--- config.mk ---
export PLATFORM = sky130hd
export DESIGN_NAME = xtalk_injector
export DESIGN_NICKNAME = d
export VERILOG_FILES = /design/src/rtl/xtalk_pkg.sv /design/src/rtl/xtalk_edge_track.sv /design/src/rtl/xtalk_window_match.sv /design/src/rtl/xtalk_counters.sv /design/src/rtl/xtalk_injector.sv
export SDC_FILE = /design/constraint.sdc
export NUM_CORES = 1
export LEC_CHECK = 0
export ABC_CLOCK_PERIOD_IN_PS = 18200
export BUFFER_PORTS_ARGS = -buffer_cell sky130_fd_sc_hd__buf_2
export CORE_ASPECT_RATIO = 0.5
export CORE_MARGIN = 5
export CORE_UTILIZATION = 60
export CTS_CLUSTER_DIAMETER = 50
export CTS_CLUSTER_SIZE = 16
export DETAILED_ROUTE_END_ITERATION = 7
export GPL_ROUTABILITY_DRIVEN = 0
export PLACE_DENSITY = 0.84
export SYNTH_ARGS = -nofsm -noshare
export SYNTH_HDL_FRONTEND = slang
export SYNTH_SLANG_ARGS = --single-unit
--- constraint.sdc ---
create_clock -name clk -period 18.2 [get_ports clk]
set_input_delay 0.91 -clock clk [delete_from_list [all_inputs] [get_ports clk]]
set_output_delay 0.91 -clock clk [all_outputs]
set_load 0.005 [all_outputs]
--- src/rtl/xtalk_pkg.sv ---
package xtalk_pkg;

  // Index of each fault condition in a condition vector
  typedef enum logic [1:0] {
    XT_GLITCH_HI  = 2'd0,
    XT_GLITCH_LO  = 2'd1,
    XT_SLOW_RISE  = 2'd2,
    XT_SLOW_FALL  = 2'd3
  } xt_cond_e;

  localparam int XT_MAX_W = 64;

  // Population count over a zero-extended vector
  function automatic logic [6:0] xt_ones(input logic [XT_MAX_W-1:0] v);
    logic [6:0] n;
    n = '0;
    for (int i = 0; i < XT_MAX_W; i++) n = n + {6'd0, v[i]};
    return n;
  endfunction

endpackage

--- src/rtl/xtalk_edge_track.sv ---
module xtalk_edge_track #(
  parameter int W = 16
) (
  input  logic         clk,
  input  logic         rst_n,
  input  logic         take,
  input  logic [W-1:0] cur,
  output logic [W-1:0] prev,
  output logic [W-1:0] rise,
  output logic [W-1:0] fall
);

  always_ff @(posedge clk) begin
    if (!rst_n)    prev <= '0;
    else if (take) prev <= cur;
  end

  assign rise = ~prev &  cur;
  assign fall =  prev & ~cur;

endmodule

--- src/rtl/xtalk_window_match.sv ---
module xtalk_window_match #(
  parameter int W            = 16,
  parameter int RADIUS       = 2,
  parameter bit EN_GLITCH_HI = 1'b1,
  parameter bit EN_GLITCH_LO = 1'b1,
  parameter bit EN_SLOW_RISE = 1'b1,
  parameter bit EN_SLOW_FALL = 1'b1
) (
  input  logic [W-1:0] prev,
  input  logic [W-1:0] cur,
  input  logic [W-1:0] rise,
  input  logic [W-1:0] fall,
  output logic [W-1:0] flip
);

  // Aggressor set of victim v: neighbours within RADIUS that exist
  function automatic logic [W-1:0] nbr_mask(input int v);
    logic [W-1:0] m;
    m = '0;
    for (int j = 0; j < W; j++)
      if (j != v && j >= v - RADIUS && j <= v + RADIUS) m[j] = 1'b1;
    return m;
  endfunction

  for (genvar v = 0; v < W; v++) begin : g_victim
    localparam logic [W-1:0] NM = nbr_mask(v);
    logic all_up, all_dn, hold_lo, hold_hi;
    logic [3:0] cond;

    assign all_up  = &(rise | ~NM);
    assign all_dn  = &(fall | ~NM);
    assign hold_lo = ~prev[v] & ~cur[v];
    assign hold_hi =  prev[v] &  cur[v];

    assign cond[xtalk_pkg::XT_GLITCH_HI] = EN_GLITCH_HI & hold_lo & all_up;
    assign cond[xtalk_pkg::XT_GLITCH_LO] = EN_GLITCH_LO & hold_hi & all_dn;
    assign cond[xtalk_pkg::XT_SLOW_RISE] = EN_SLOW_RISE & rise[v] & all_dn;
    assign cond[xtalk_pkg::XT_SLOW_FALL] = EN_SLOW_FALL & fall[v] & all_up;

    assign flip[v] = |cond;
  end

endmodule

--- src/rtl/xtalk_counters.sv ---
module xtalk_counters #(
  parameter int W  = 16,
  parameter int CW = 16
) (
  input  logic          clk,
  input  logic          rst_n,
  input  logic          take,
  input  logic [W-1:0]  flips,
  output logic [CW-1:0] xfer_count,
  output logic [CW-1:0] fault_count
);

  logic [6:0] n_flips;
  assign n_flips = xtalk_pkg::xt_ones({{(xtalk_pkg::XT_MAX_W-W){1'b0}}, flips});

  always_ff @(posedge clk) begin
    if (!rst_n) begin
      xfer_count  <= '0;
      fault_count <= '0;
    end else if (take) begin
      xfer_count  <= xfer_count + CW'(1);
      fault_count <= fault_count + CW'(n_flips);
    end
  end

endmodule

--- src/rtl/xtalk_injector.sv ---
module xtalk_injector #(
  parameter int W            = 16,
  parameter int RADIUS       = 2,
  parameter int CW           = 16,
  parameter bit EN_GLITCH_HI = 1'b1,
  parameter bit EN_GLITCH_LO = 1'b1,
  parameter bit EN_SLOW_RISE = 1'b1,
  parameter bit EN_SLOW_FALL = 1'b1
) (
  input  logic          clk,
  input  logic          rst_n,
  input  logic          in_valid,
  input  logic [W-1:0]  in_data,
  output logic          out_valid,
  output logic [W-1:0]  out_data,
  output logic [CW-1:0] xfer_count,
  output logic [CW-1:0] fault_count
);

  // Named internal events, visible to the bound checker
  logic [W-1:0] prev_word;
  logic [W-1:0] rise_vec, fall_vec;
  logic [W-1:0] match_vec;
  logic [W-1:0] flip_vec;

  xtalk_edge_track #(.W(W)) u_edge (
    .clk   (clk),
    .rst_n (rst_n),
    .take  (in_valid),
    .cur   (in_data),
    .prev  (prev_word),
    .rise  (rise_vec),
    .fall  (fall_vec)
  );

  xtalk_window_match #(
    .W(W), .RADIUS(RADIUS),
    .EN_GLITCH_HI(EN_GLITCH_HI), .EN_GLITCH_LO(EN_GLITCH_LO),
    .EN_SLOW_RISE(EN_SLOW_RISE), .EN_SLOW_FALL(EN_SLOW_FALL)
  ) u_match (
    .prev (prev_word),
    .cur  (in_data),
    .rise (rise_vec),
    .fall (fall_vec),
    .flip (match_vec)
  );

  assign flip_vec  = in_valid ? match_vec : '0;
  assign out_valid = in_valid;
  assign out_data  = in_data ^ flip_vec;

  xtalk_counters #(.W(W), .CW(CW)) u_cnt (
    .clk         (clk),
    .rst_n       (rst_n),
    .take        (in_valid),
    .flips       (flip_vec),
    .xfer_count  (xfer_count),
    .fault_count (fault_count)
  );

endmodule

* After elaboration in Yosys (flattened, before gate mapping)
Cells that the tools add are included.
** Storage, ports and cells
- Input bits :: 19
- Memories :: 0
- Bits in registers :: 48
- RAM bits :: 0
- ROM bits :: 0
- Bits in latches :: 0
** Cells by class
- Multipliers :: 0
- Muxes and demuxes :: 1
- Equal/unequal tests :: 0
- Div/mod/pow operators :: 0
- Bitwise operators :: 133
- Reductions and logical operators :: 48
- Shift operators :: 0
- $lt $le $gt $ge :: 0
- Add/subtract/negate cells :: 17
** Operators with widths (count)
- $add 7x1->7 :: 14
- $and 1x1->1 :: 96
- $reduce_and 4->1 :: 24
- $reduce_or 4->1 :: 16
- $and 16x16->16 :: 2
- $not 1->1 :: 32
- $not 16->16 :: 2
- $add 16x1->16 const B :: 1
- $add 16x7->16 :: 1
- $mux 16 :: 1
- $xor 16x16->16 :: 1
- $reduce_and 3->1 :: 4
- $reduce_and 2->1 :: 4
- $add 1x1->2 :: 1

* Logic depth before layout (Yosys ltp)
Gate-level depths: netlist of the first run.
- Word-level depth :: 22
- Gate-level depth with buffers :: 24
- Depth with buffers taken out :: 22

* Modules after synthesis
A second synthesis of the first run with hierarchy kept.
** Second synthesis, totals
- Cell total of the unflattened synthesis :: 407
- Area, all modules :: 3711.1 um^2
** By module, submodules not included
- xtalk_counters :: times used 1, seq. area each 640.6 um^2, cells an instance 210, area an instance 1984.4 um^2
- xtalk_edge_track :: times used 1, seq. area each 320.3 um^2, cells an instance 83, area an instance 815.8 um^2
- xtalk_window_match :: times used 1, seq. area each 0.0 um^2, cells an instance 80, area an instance 544.3 um^2
- xtalk_injector :: times used 1, seq. area each 0.0 um^2, cells an instance 34, area an instance 366.6 um^2

* Least setup slack after synthesis of the first run
OpenSTA, ideal clock, no wires.
- Path type :: input to register
- Start point :: input in_data[1]
- End point :: register u_cnt.fault_count[12]
- Setup time :: 0.125 ns
- Cell stages on the path :: 21
- Setup slack :: 11.978 ns
- Data required time :: 18.075 ns
- Arrival time :: 6.097 ns
- Cell sequence :: clkbuf_1 nand2b_1 nor2_1 a21oi_1 nor2_1 ha_1 inv_1 fa_1 inv_1 fa_1 inv_1 fa_1 fa_1 fa_1 fa_1 inv_1 fa_1 a211o_1 a21oi_1 nor3b_1 mux2i_1
** Between the ends
- Word-level cells in the longest chain between the ends :: 22
- Elaborated cells on any way between the ends :: 49
- Those cells by class :: 16 x add/sub; 1 x mux; 22 x bitwise; 10 x reduce/logical
** Ends and longest elaborated chain
- from (decl) :: line xtalk_injector.sv:13 : input logic [W-1:0] in_data,
- $not 16->16 :: line xtalk_edge_track.sv:19 : assign fall = prev & ~cur;
- $and 16x16->16 :: line xtalk_edge_track.sv:19
- $reduce_and 2->1 :: line xtalk_window_match.sv:31 : assign all_dn = &(fall | ~NM);
- $and 1x1->1, on equally long branches :: line xtalk_window_match.sv:36, xtalk_window_match.sv:37
- $reduce_or 4->1 :: line xtalk_window_match.sv:40 : assign flip[v] = |cond;
- $mux 16 (*) :: line xtalk_injector.sv:48 : assign flip_vec = in_valid ? match_vec : '0;
- $add 1x1->2 :: line xtalk_pkg.sv:17 : for (int i = 0; i < XT_MAX_W; i++) n = n + {6'd0, v[i]};
- $add 7x1->7 :: line xtalk_pkg.sv:17
- $add 7x1->7 (*) (13 in series) :: line xtalk_pkg.sv:17
- $add 16x7->16 (*) :: line xtalk_counters.sv:22 : fault_count <= fault_count + CW'(n_flips);
- to (signal assigned) :: line xtalk_counters.sv:22
- to (decl) :: line xtalk_counters.sv:10 : output logic [CW-1:0] fault_count
Every way passes the cells marked *; elsewhere a longest branch is shown, timed or not.
A chain may end at the register's enable or synchronous reset.

* Worst setup path after layout of the first run
- Start point :: input in_valid
- End point :: register u_cnt.fault_count[11]
** Between the ends
- Word-level cells in the longest chain between the ends :: 17
** Ends and longest elaborated chain
- from (decl) :: line xtalk_injector.sv:12 : input logic in_valid,
- $mux 16 :: line xtalk_injector.sv:48
- $add 1x1->2 :: line xtalk_pkg.sv:17
- $add 7x1->7 (14 in series) :: line xtalk_pkg.sv:17
- $add 16x7->16 :: line xtalk_counters.sv:22
Parallel ways exist; a longest one is shown, timed or not.

==> summary.txt, run 1 <==
Yosys
  – Synthesis Warnings: 0
  – Cell count after synthesis: 404
  – Syn avg cell area: 8.26 um2
  – Number of synthesized flops with an enable pin: 0
  – Main synth FF type: dfxtp_1
  – Unique masters post-synth: 48
  – Syn Nets: 445
  – Sequential fraction of the synthesis area: 28.8%
  – Netlist Area Pre-Place: 3340 um2
  – Flop and latch count out of synthesis: 48
  – Fraction of registers with async set or reset after synthesis: 0%

Clock network
  – Clk sink count: 48
  – Post CTS Setup Buffer Count: 0
  – H-tree Lvls: 2
  – CTS Buffer Depth: 2
  – CTS tree: built
  – Worst-Skew Late Latency: 0.31 ns
  – Num CTS Buffers: 5
  – Worst-path clk slew: 0.09 ns
  – Cts repair resizes: 0
  – # hold bufs at CTS: 0
  – Root Buffer: clkbuf_8

Worst setup path
  – CP required: 18.44 ns
  – Critical Path AT: 7.58 ns
  – CP startpoint kind: input pin
  – R2r worst-path depth: 19
  – CP Class: in -> reg
  – Crit path max fanout: 53
  – Crit end category: flop

STA
  – Final period util: 40.3%
  – Final worst slack: 10.86 ns
  – Setup violators final: 0
  – RSZ-0062 raised after global routing: false
  – Post-Route Setup TNS: 0 ns
  – Final hold vios: 0
  – Final min period: 7.34 ns
  – Fin. max-slew vios: 0
  – Max-slew headroom: 37.1%
  – Worst Skew: 0.00811 ns
  – Max Fclk: 136 MHz
  – Slew @ Worst Pin: 0.941 ns

Hold path
  – Hold Crit Depth: 2
  – Hold Path Class: reg -> reg

Placed design
  – Placed Cells: 529
  – Pre-CTS setup slack: 10.57 ns
  – Port Buf Inserts: 67
  – Dpl hpwl: 5760 um

Cells and area
  – Area grow syn2layout: 14.8%
  – Layout cells sized above 1: 17.1%
  – Final core occ: 70.4%
  – ANT cells: 0
  – # nets final: 504
  – Post-Layout Cell Count: 536

Floorplanning
  – Die height: 62.7 um
  – Initial Utilization: 61.3%
  – # IOs: 68
  – Core box area: 5440 um2
  – Die Width: 115 um
  – Area of the die: 7240 um2
  – Row cnt: 19

Pwr
  – Static Leakage: 1.71 nW
  – Pwr/cell area: 61.0 nW/um2
  – Peak supply drop: 0.0000418 V

Global routing
  – Largest net degree at the start of global routing: 54
  – GR Overflow Total: 0
  – First-pass GRT wire length: 12900 um
  – Total Routing Usage GR: 21.6%
  – Antenna violations before repair: 0
  – Vias in the first global route: 2875

Detailed routing
  – Vias: 3133
  – WL per Instance: 14.7 um
  – Routed Wire Length: 7870 um
  – Drt via density: 5.85
  – DR DRC count: 0
  – Drt first pass iters: 4
  – ANT nets after route: 0
  – DR iter-0 viols: 149

Flow run
  – Max-cap check violation count: 0

Status
  – Run status: completed
==> logic make-up after synthesis <==
| kind of cell | after synthesis | synth area share [%] |
|---|---|---|
| flops | 48 | 28.8 |
| xor+xnor | 14 | 3.68 |
| compound gates | 78 | 15.0 |
| mux | 21 | 6.30 |
| fa+ha+maj | 22 | 10.7 |
| buf+inv | 40 | 4.88 |
| simple gates | 181 | 30.6 |
==> worst max-delay path: stages <==
cell and delay, ns:
buf_2 0.07, buf_4 0.50, nand3b_1 0.20, or2_2 0.32, nor4_1 0.43, a41oi_1 0.12, fa_1 0.58, inv_1 0.06
fa_1 0.52, inv_1 0.05, fa_1 0.52, fa_1 0.44, fa_1 0.42, fa_1 0.42, nor2b_1 0.13, o21a_1 0.13
ha_1 0.27, and3_1 0.21, a2111oi_2 0.87, o21ai_0 0.20, a21oi_1 0.16
==> metrics by stage <==
stage	instance area, um2	power (mW)	hold slack (ns)
6_report	3830	0.233	0.496
5_1_grt	3830	0.243	0.526
4_1_cts	3830	0.235	0.493
3_5_place_dp	3700	0.145	0.477
3_3_place_gp	3700	0.144	0.466
2_1_floorplan	3340	0.133	0.466
==> cells in the final DEF (no fill, tap or decap), types with 4 or more instances in the layout <==
cell type / synthesis / layout
buf_2: 7 / 67
dfxtp_1: 48 / 48
nor2_1: 45 / 45
a21oi_1: 26 / 26
inv_1: 22 / 22
mux2i_1: 21 / 21
nand2_1: 19 / 19
nand2b_1: 17 / 17
o21ai_0: 13 / 13
nor2b_1: 12 / 12
nand3_1: 12 / 12
fa_1: 11 / 11
ha_1: 11 / 11
nand4_1: 10 / 10
nor4_1: 9 / 9
or3_1: 9 / 9
a21o_1: 8 / 8
o31ai_1: 8 / 8
nand3b_1: 7 / 7
nor3_1: 7 / 7
xnor2_1: 7 / 7
xor2_1: 7 / 7
and3_1: 6 / 6
or4_1: 5 / 5
clkbuf_8: 0 / 5
and3b_1: 4 / 4
a31oi_1: 4 / 4
nor3b_1: 4 / 4
o41ai_1: 4 / 4
and4_1: 4 / 4
==> sequential cells by signal, summed over array words and instances, names as in the netlist <==
signal,count
u_cnt.xfer_count,16
u_edge.prev,16
u_cnt.fault_count,16
==> power breakdown <==
part | switching [mW] | internal (mW)
Combinational | 0.0185 | 0.0130
Sequential | 0.00301 | 0.108
Clock | 0.0368 | 0.0541
Total | 0.0584 | 0.175
==> Yosys cell counts, types with 6 or more instances <==
master | number | area share [%]
a21o_1 | 8 | 1.8
a21oi_1 | 26 | 3.9
and3_1 | 6 | 1.1
buf_2 | 7 | 1.1
clkbuf_1 | 9 | 1.0
dfxtp_1 | 48 | 29
fa_1 | 11 | 6.6
ha_1 | 11 | 4.1
inv_1 | 22 | 2.5
mux2i_1 | 21 | 6.3
nand2_1 | 19 | 2.1
nand2b_1 | 17 | 3.2
nand3_1 | 12 | 1.8
nand3b_1 | 7 | 1.6
nand4_1 | 10 | 1.9
nor2_1 | 45 | 5.1
nor2b_1 | 12 | 2.3
nor3_1 | 7 | 1.1
nor4_1 | 9 | 1.7
o21ai_0 | 13 | 2.0
o31ai_1 | 8 | 1.8
or3_1 | 9 | 1.7
xnor2_1 | 7 | 1.8
xor2_1 | 7 | 1.8
==> routing by layer <==
| layer | track usage (%) | up-vias | part of all wire (%) |
|---|---|---|---|
| met5 | 0 | - | 0 |
| met4 | 7.32 | 0 | 1.6 |
| met3 | 5.32 | 18 | 4.2 |
| met2 | 36.7 | 59 | 48 |
| met1 | 26.6 | 1483 | 46 |
| li1 | - | 1573 | - |
==> worst paths after layout <==
path                                            from                    end  slack (ns)
worst min-delay path            u_cnt.xfer_count[15]   u_cnt.xfer_count[15]        0.50
worst max-delay path                        in_valid  u_cnt.fault_count[11]       10.86
worst min register to register  u_cnt.xfer_count[15]   u_cnt.xfer_count[15]        0.50
worst max register to register        u_edge.prev[6]  u_cnt.fault_count[11]       11.68
==> cell type report <==
| cell class | count | area [um2] |
|---|---|---|
| Clock buffer | 5 | 68.8 |
| Sequential cell | 48 | 961 |
| Timing Repair Buffer | 69 | 350 |
| Multi-Input combinational cell | 316 | 2210 |
| Tap cell | 73 | 91.3 |
| Inverter | 23 | 86.3 |
| Clock inverter | 2 | 60.1 |
| Fill cell | 476 | 1610 |
No activity file was read; power rests on OpenSTA's default activity.
==> inputs of run 2 (changes only) <==
ABC_CLOCK_PERIOD_IN_PS = 6200   (was 18200)
CORE_UTILIZATION = 50   (was 60)
PLACE_DENSITY = 0.75   (was 0.84)
clock period = 6.2 ns   (was 18.2 ns; I/O delays follow)
==> run 2 against run 1 <==
Effect of this change: worst hold slack worse by 0.17 ns; global-route usage is 1.9 points lower; sequential power rose to 2.9 times the previous value; first-iteration DRC count grew 16%; clock skew rose by 0.00054 ns; sequential cell count unchanged; critical path type is now reg -> reg; critical endpoint is now u_cnt.fault_count[13].
==> summary.txt, run 2 (synthesis results as in run 1) <==
Worst setup path
  – Critical Path AT: 6.11 ns (-1.47 ns)
  – CP Class: reg -> reg
  – Reg-to-reg startpoint: u_edge.prev[5]
  – CP startpoint kind: flop
  – Reg2Reg Setup Slack: 0.31 ns (-11.37 ns)
  – Crit end category: flop
  – FF-to-FF End: u_cnt.fault_count[13]
  – CP required: 6.42 ns (-12.02 ns)
  – Crit path max fanout: 12 (-77%)
  – R2r worst-path depth: 19 (unchanged)

STA
  – Slew @ Worst Pin: 0.493 ns (-0.448 ns)
  – Fin. max-slew vios: 0 (unchanged)
  – Setup violators final: 0 (unchanged)
  – Max-slew headroom: 66.9% (+30 points)
  – Worst Skew: 0.00864 ns (+0.000537 ns)
  – Max Fclk: 170 MHz
  – Final hold vios: 0 (unchanged)
  – Final min period: 5.89 ns
  – Final period util: 95.0%

Detailed routing
  – Drt first pass iters: 4 (unchanged)
  – DR DRC count: 0 (unchanged)
  – WL per Instance: 14.4 um (-2.0%)
  – ANT nets after route: 0 (unchanged)
  – Vias: 3117 (-0.51%)
  – Routed Wire Length: 8150 um (+3.5%)
  – DR iter-0 viols: 173 (+16%)
  – Drt via density: 5.51 (-5.8%)

Cells and area
  – Largest regs: u_cnt.fault_count: 16 flops, u_cnt.xfer_count: 16 flops, u_edge.prev: 16 flops
  – Area grow syn2layout: 19.2%
  – Commonest non-fill, non-tap cell in the layout: buf_2
  – ANT cells: 0 (unchanged)
  – Post-Layout Cell Count: 566 (+5.6%)
  – Design Area, Final: 3980 um2 (+3.9%)
  – Layout cells sized above 1: 19.2% (+2.1 points)
  – Most frequent cells in the layout: buf_2, dfxtp_1, nor2_1, a21oi_1, inv_1
  – # nets final: 514 (+2.0%)
  – Final core occ: 60.6% (-9.8 points)

Clock network
  – Clk sink count: 48 (unchanged)
  – Post CTS Setup Buffer Count: 0 (unchanged)
  – CTS tree: built
  – # hold bufs at CTS: 0 (unchanged)
  – Root Buffer: clkbuf_16
  – H-tree Lvls: 2 (unchanged)
  – Num CTS Buffers: 5 (unchanged)
  – Worst-path clk slew: 0.07 ns (-0.02 ns)
  – CTS Buffer Depth: 2 (unchanged)
  – Worst-Skew Late Latency: 0.30 ns (about the same)
  – Cts repair resizes: 0 (unchanged)

Floorplanning
  – # IOs: 68 (unchanged)
  – Initial Utilization: 50.8% (-10 points)
  – Core box area: 6570 um2 (+21%)
  – Die Width: 126 um (+8.7%)
  – Die height: 67.8 um (+8.0%)
  – Area of the die: 8500 um2 (+17%)
  – Row cnt: 21 (+2)

Global routing
  – Total Routing Usage GR: 19.7% (-1.9 points)
  – GR Overflow Total: 0 (unchanged)
  – First-pass GRT wire length: 13700 um (+5.8%)
  – Antenna violations before repair: 0 (unchanged)
  – Vias in the first global route: 2891 (+0.56%)
  – Largest net degree at the start of global routing: 29 (-46%)

Pwr
  – Static Leakage: 1.78 nW (+3.8%)
  – Pwr/cell area: 187 nW/um2 (+210%)
  – Peak supply drop: 0.0000941 V (+120%)

Placed design
  – Placed Area: 3800 um2 (+2.7%)
  – Placed Cells: 558 (+5.5%)
  – Dpl hpwl: 6040 um (+4.8%)
  – Port Buf Inserts: 67 (unchanged)

Hold path
  – End of the worst hold path: u_edge.prev[2]
  – Hold Crit Depth: 3 (+1)
  – Hold Startpoint: in_data[2]
  – Hold Path Class: in -> reg

Flow run
  – Max-cap check violation count: 0 (unchanged)

Status
  – Run status: completed
run 2: changes by cell type in the layout (fill, tap and decap cells not counted), sizes merged:
| cell | change |
|---|---|
| buf | +10 |
| bufinv | -1 |
| clkinvlp | +1 |
| inv | +1 |
run 2: per-stage QoR:
| stage | setup WS [ns] | power [mW] | hold WS [ns] | setup TNS [ns] |
|---|---|---|---|---|
| global placement | 0.332 | 0.427 | 0.472 | 0 |
| detailed placement | 0.208 | 0.428 | 0.480 | 0 |
| CTS | 0.270 | 0.751 | 0.320 | 0 |
| floorplan | 0.526 | 0.390 | 0.457 | 0 |
| global route | -0.0207 | 0.781 | 0.339 | -0.0310 |
| finish | 0.309 | 0.743 | 0.327 | 0 |
run 2: layout make-up:
cell class	count	area, um2
Clock buffer	5	125
Clock inverter	3	46.3
Fill cell	608	2590
Inverter	23	86.3
Multi-Input combinational cell	316	2220
Sequential cell	48	961
Tap cell	92	115
Timing Repair Buffer	79	425
run 2: how the worst max path moves through the flow:
stage                     slack [ns]           start  depth (start not counted)               endpoint
after floorplan                 0.53  u_edge.prev[6]                         18  u_cnt.fault_count[12]
after global placement          0.33        in_valid                         20  u_cnt.fault_count[13]
after detailed placement        0.21        in_valid                         21  u_cnt.fault_count[13]
after CTS                       0.27  u_edge.prev[5]                         20  u_cnt.fault_count[13]
after global routing           -0.02  u_edge.prev[5]                         19  u_cnt.fault_count[13]
final                           0.31  u_edge.prev[5]                         19  u_cnt.fault_count[13]
run 2: where the power goes:
part           internal, mW  total [mW]  switching (mW)
Sequential            0.317       0.326         0.00847
Combinational        0.0405      0.0964          0.0559
Clock                 0.192       0.321           0.129
run 2: critical path, stage by stage, from the launching register on:
cell and delay, ns:
dfxtp_1 0.33, nand3b_1 0.22, or2_2 0.33, nor4_2 0.30
a41oi_1 0.10, fa_1 0.55, inv_1 0.05, fa_1 0.53
inv_1 0.05, fa_1 0.51, fa_1 0.42, fa_1 0.41
fa_1 0.43, xnor2_1 0.15, ha_1 0.36, and3_1 0.20
a2111oi_2 0.07, buf_4 0.17, or4_1 0.47, a21oi_1 0.15
run 2: routing by layer:
layer	vias to the layer above	part of all wire [%]	track usage [%]
met5	-	0	0
met3	11	6.6	5.77
li1	1588	-	-
met1	1436	48	27.0
met2	82	44	30.7
met4	0	1.2	5.54
==> inputs of run 3 (changes only) <==
ABC_CLOCK_PERIOD_IN_PS = 6600   (was 6200)
CORE_UTILIZATION = 56   (was 50)
HOLD_SLACK_MARGIN = 0.08   (was unset)
PLACE_DENSITY = 0.79   (was 0.75)
clock period = 6.6 ns   (was 6.2 ns; I/O delays follow)
==> run 3 against run 2 <==
Effect of this change: register-to-register slack gained 0.31 ns; wire length shrank 0.99%; non-clock buffer count shrank 6; first-iteration DRC count grew 110%; combinational power shrank 7.2%; design area shrank 2.0%; maximum frequency shrank 1.5%; critical path depth is the same; via count grew 2.1%; largest cell class unchanged; highest routed layer unchanged.
==> summary.txt, run 3 (synthesis results as in run 1) <==
Status
  – Run status: completed

Cells and area
  – Most frequent cells in the layout: buf_2, dfxtp_1, nor2_1, a21oi_1, inv_1
  – Fill cells: 502 (-17%)
  – FF/Latch Area: 961 um2 (unchanged)
  – Multi-input logic area: 2210 um2 (-0.28%)
  – Area grow syn2layout: 16.8%
  – ANT cells: 0 (unchanged)
  – Layout cells sized above 1: 17.9% (-1.2 points)
  – # nets final: 508 (-1.2%)
  – Largest regs: u_cnt.fault_count: 16 flops, u_cnt.xfer_count: 16 flops, u_edge.prev: 16 flops
  – Commonest non-fill, non-tap cell in the layout: buf_2
  – Design Area, Final: 3900 um2 (-2.0%)

STA
  – RSZ-0062 raised after global routing: false
  – Max-slew headroom: 67.1% (+0.17 points)
  – Final min period: 5.98 ns (+0.0877 ns)
  – Final hold vios: 0 (unchanged)
  – Max Fclk: 167 MHz (-1.5%)
  – Setup violators final: 0 (unchanged)
  – Slew @ Worst Pin: 0.494 ns (+0.000557 ns)
  – Final period util: 90.6% (-4.4 points)
  – Worst Skew: 0.00258 ns (-0.00606 ns)
  – Fin. max-slew vios: 0 (unchanged)
  – Post-Route Setup TNS: 0 ns (unchanged)

Global routing
  – First-pass GRT wire length: 13500 um (-1.3%)
  – Total Routing Usage GR: 21.0% (+1.2 points)
  – Vias in the first global route: 2914 (+0.80%)
  – Antenna violations before repair: 0 (unchanged)
  – GR Overflow Total: 0 (unchanged)
  – Largest net degree at the start of global routing: 53 (+83%)

Clock network
  – Cts repair resizes: 0 (unchanged)
  – Worst-path clk slew: 0.07 ns (about the same)
  – Num CTS Buffers: 5 (unchanged)
  – # hold bufs at CTS: 0 (unchanged)
  – CTS tree: built
  – H-tree Lvls: 2 (unchanged)
  – Worst-Skew Late Latency: 0.29 ns (about the same)
  – Clk sink count: 48 (unchanged)
  – CTS Buffer Depth: 2 (unchanged)
  – Root Buffer: clkbuf_16
  – Post CTS Setup Buffer Count: 0 (unchanged)

Worst setup path
  – CP startpoint kind: flop
  – Worst setup path end: u_cnt.fault_count[15]
  – FF-to-FF End: u_cnt.fault_count[15]
  – CP startpoint: u_edge.prev[6]
  – Critical Path AT: 6.20 ns (+0.09 ns)
  – Crit path max fanout: 12 (unchanged)
  – CP required: 6.82 ns (+0.40 ns)
  – R2r worst-path depth: 19 (unchanged)
  – Reg2Reg Setup Slack: 0.62 ns (+0.31 ns)
  – Reg-to-reg startpoint: u_edge.prev[6]
  – CP Class: reg -> reg
  – Crit end category: flop

Detailed routing
  – Vias: 3182 (+2.1%)
  – Drt via density: 5.88 (+6.8%)
  – Routed Wire Length: 8060 um (-0.99%)
  – DR DRC count: 0 (unchanged)
  – WL per Instance: 14.9 um (+3.6%)
  – DR iter-0 viols: 357 (+110%)
  – ANT nets after route: 0 (unchanged)
  – Drt first pass iters: 5 (+1)

Floorplanning
  – Area of the die: 7690 um2 (-9.5%)
  – Core box area: 5630 um2 (-14%)
  – Initial Utilization: 59.2% (+8.4 points)
  – Row cnt: 19 (-9.5%)
  – Die height: 64.6 um (-4.7%)
  – # IOs: 68 (unchanged)
  – Die Width: 119 um (-5.1%)

Placed design
  – Dpl hpwl: 5840 um (-3.4%)
  – Port Buf Inserts: 67 (unchanged)
  – Placed Area: 3740 um2 (-1.5%)

Pwr
  – Static Leakage: 1.74 nW (-2.1%)
  – Peak supply drop: 0.000123 V (+31%)
  – Pwr/cell area: 169 nW/um2 (-9.2%)

Flow run
  – Max-cap check violation count: 0 (unchanged)

Hold path
  – Hold Path Class: in -> reg
[run 3: cell types whose count changed in the layout (fill, tap and decap cells not counted), sizes merged]
| cell | change |
|---|---|
| clkbuf | +1 |
| inv | -1 |
| clkinvlp | +1 |
| buf | -6 |
| bufinv | -1 |
[run 3: area by class of cell]
type	count	share of cell area (%)
Inverter	23	2.22
Multi-Input combinational cell	316	56.8
Clock inverter	2	0.385
Clock buffer	6	3.56
Tap cell	73	2.34
Sequential cell	48	24.7
Timing Repair Buffer	73	10.1
[run 3: worst min path at each step]
stage,endpoint,from,depth (start not counted),slack [ns]
detailed placement,u_cnt.fault_count[15],u_cnt.fault_count[15],2,0.47
CTS,u_edge.prev[3],in_data[3],3,0.36
finish,u_edge.prev[3],in_data[3],3,0.36
floorplan,u_edge.prev[5],u_edge.prev[5],2,0.47
global route,u_edge.prev[3],in_data[3],3,0.37
global placement,u_cnt.fault_count[15],u_cnt.fault_count[15],2,0.47
[run 3: layer usage]
layer  up-vias  global-route usage [%]  share of wire, %
met3         4                    5.82               6.0
met5         -                       0                 0
met4         0                    3.32              0.37
li1       1585                       -                 -
met1      1497                    29.3                49
met2        96                    33.2                44
[run 3: stage by stage]
step	total power, mW	std cells	hold WS, ns	utilization, %	setup slack (ns)
after floorplan	0.367	404	0.466	-	0.926
after global placement	0.399	533	0.468	66.4	0.511
after detailed placement	0.401	533	0.473	66.4	0.460
after CTS	0.661	541	0.355	69.2	0.615
after global routing	0.689	541	0.374	69.2	0.351
final	0.661	541	0.356	69.2	0.622
[run 3: power breakdown]
group          internal, mW  switching [mW]
sequential            0.298         0.00810
combinational        0.0371          0.0524
clock                 0.151           0.114
total                 0.486           0.175
[run 3: worst max-delay path, stage by stage (launching register included)]
cell       delay (ns)
dfxtp_1          0.32
nand2b_1         0.22
or2_2            0.33
nor4_1           0.36
a41oi_1          0.11
fa_1             0.55
inv_1            0.05
fa_1             0.53
inv_1            0.05
fa_1             0.52
fa_1             0.43
fa_1             0.43
fa_1             0.43
xnor2_1          0.15
ha_1             0.37
and3_1           0.19
a2111oi_2        0.07
buf_4            0.17
or4_1            0.46
a21oi_1          0.14
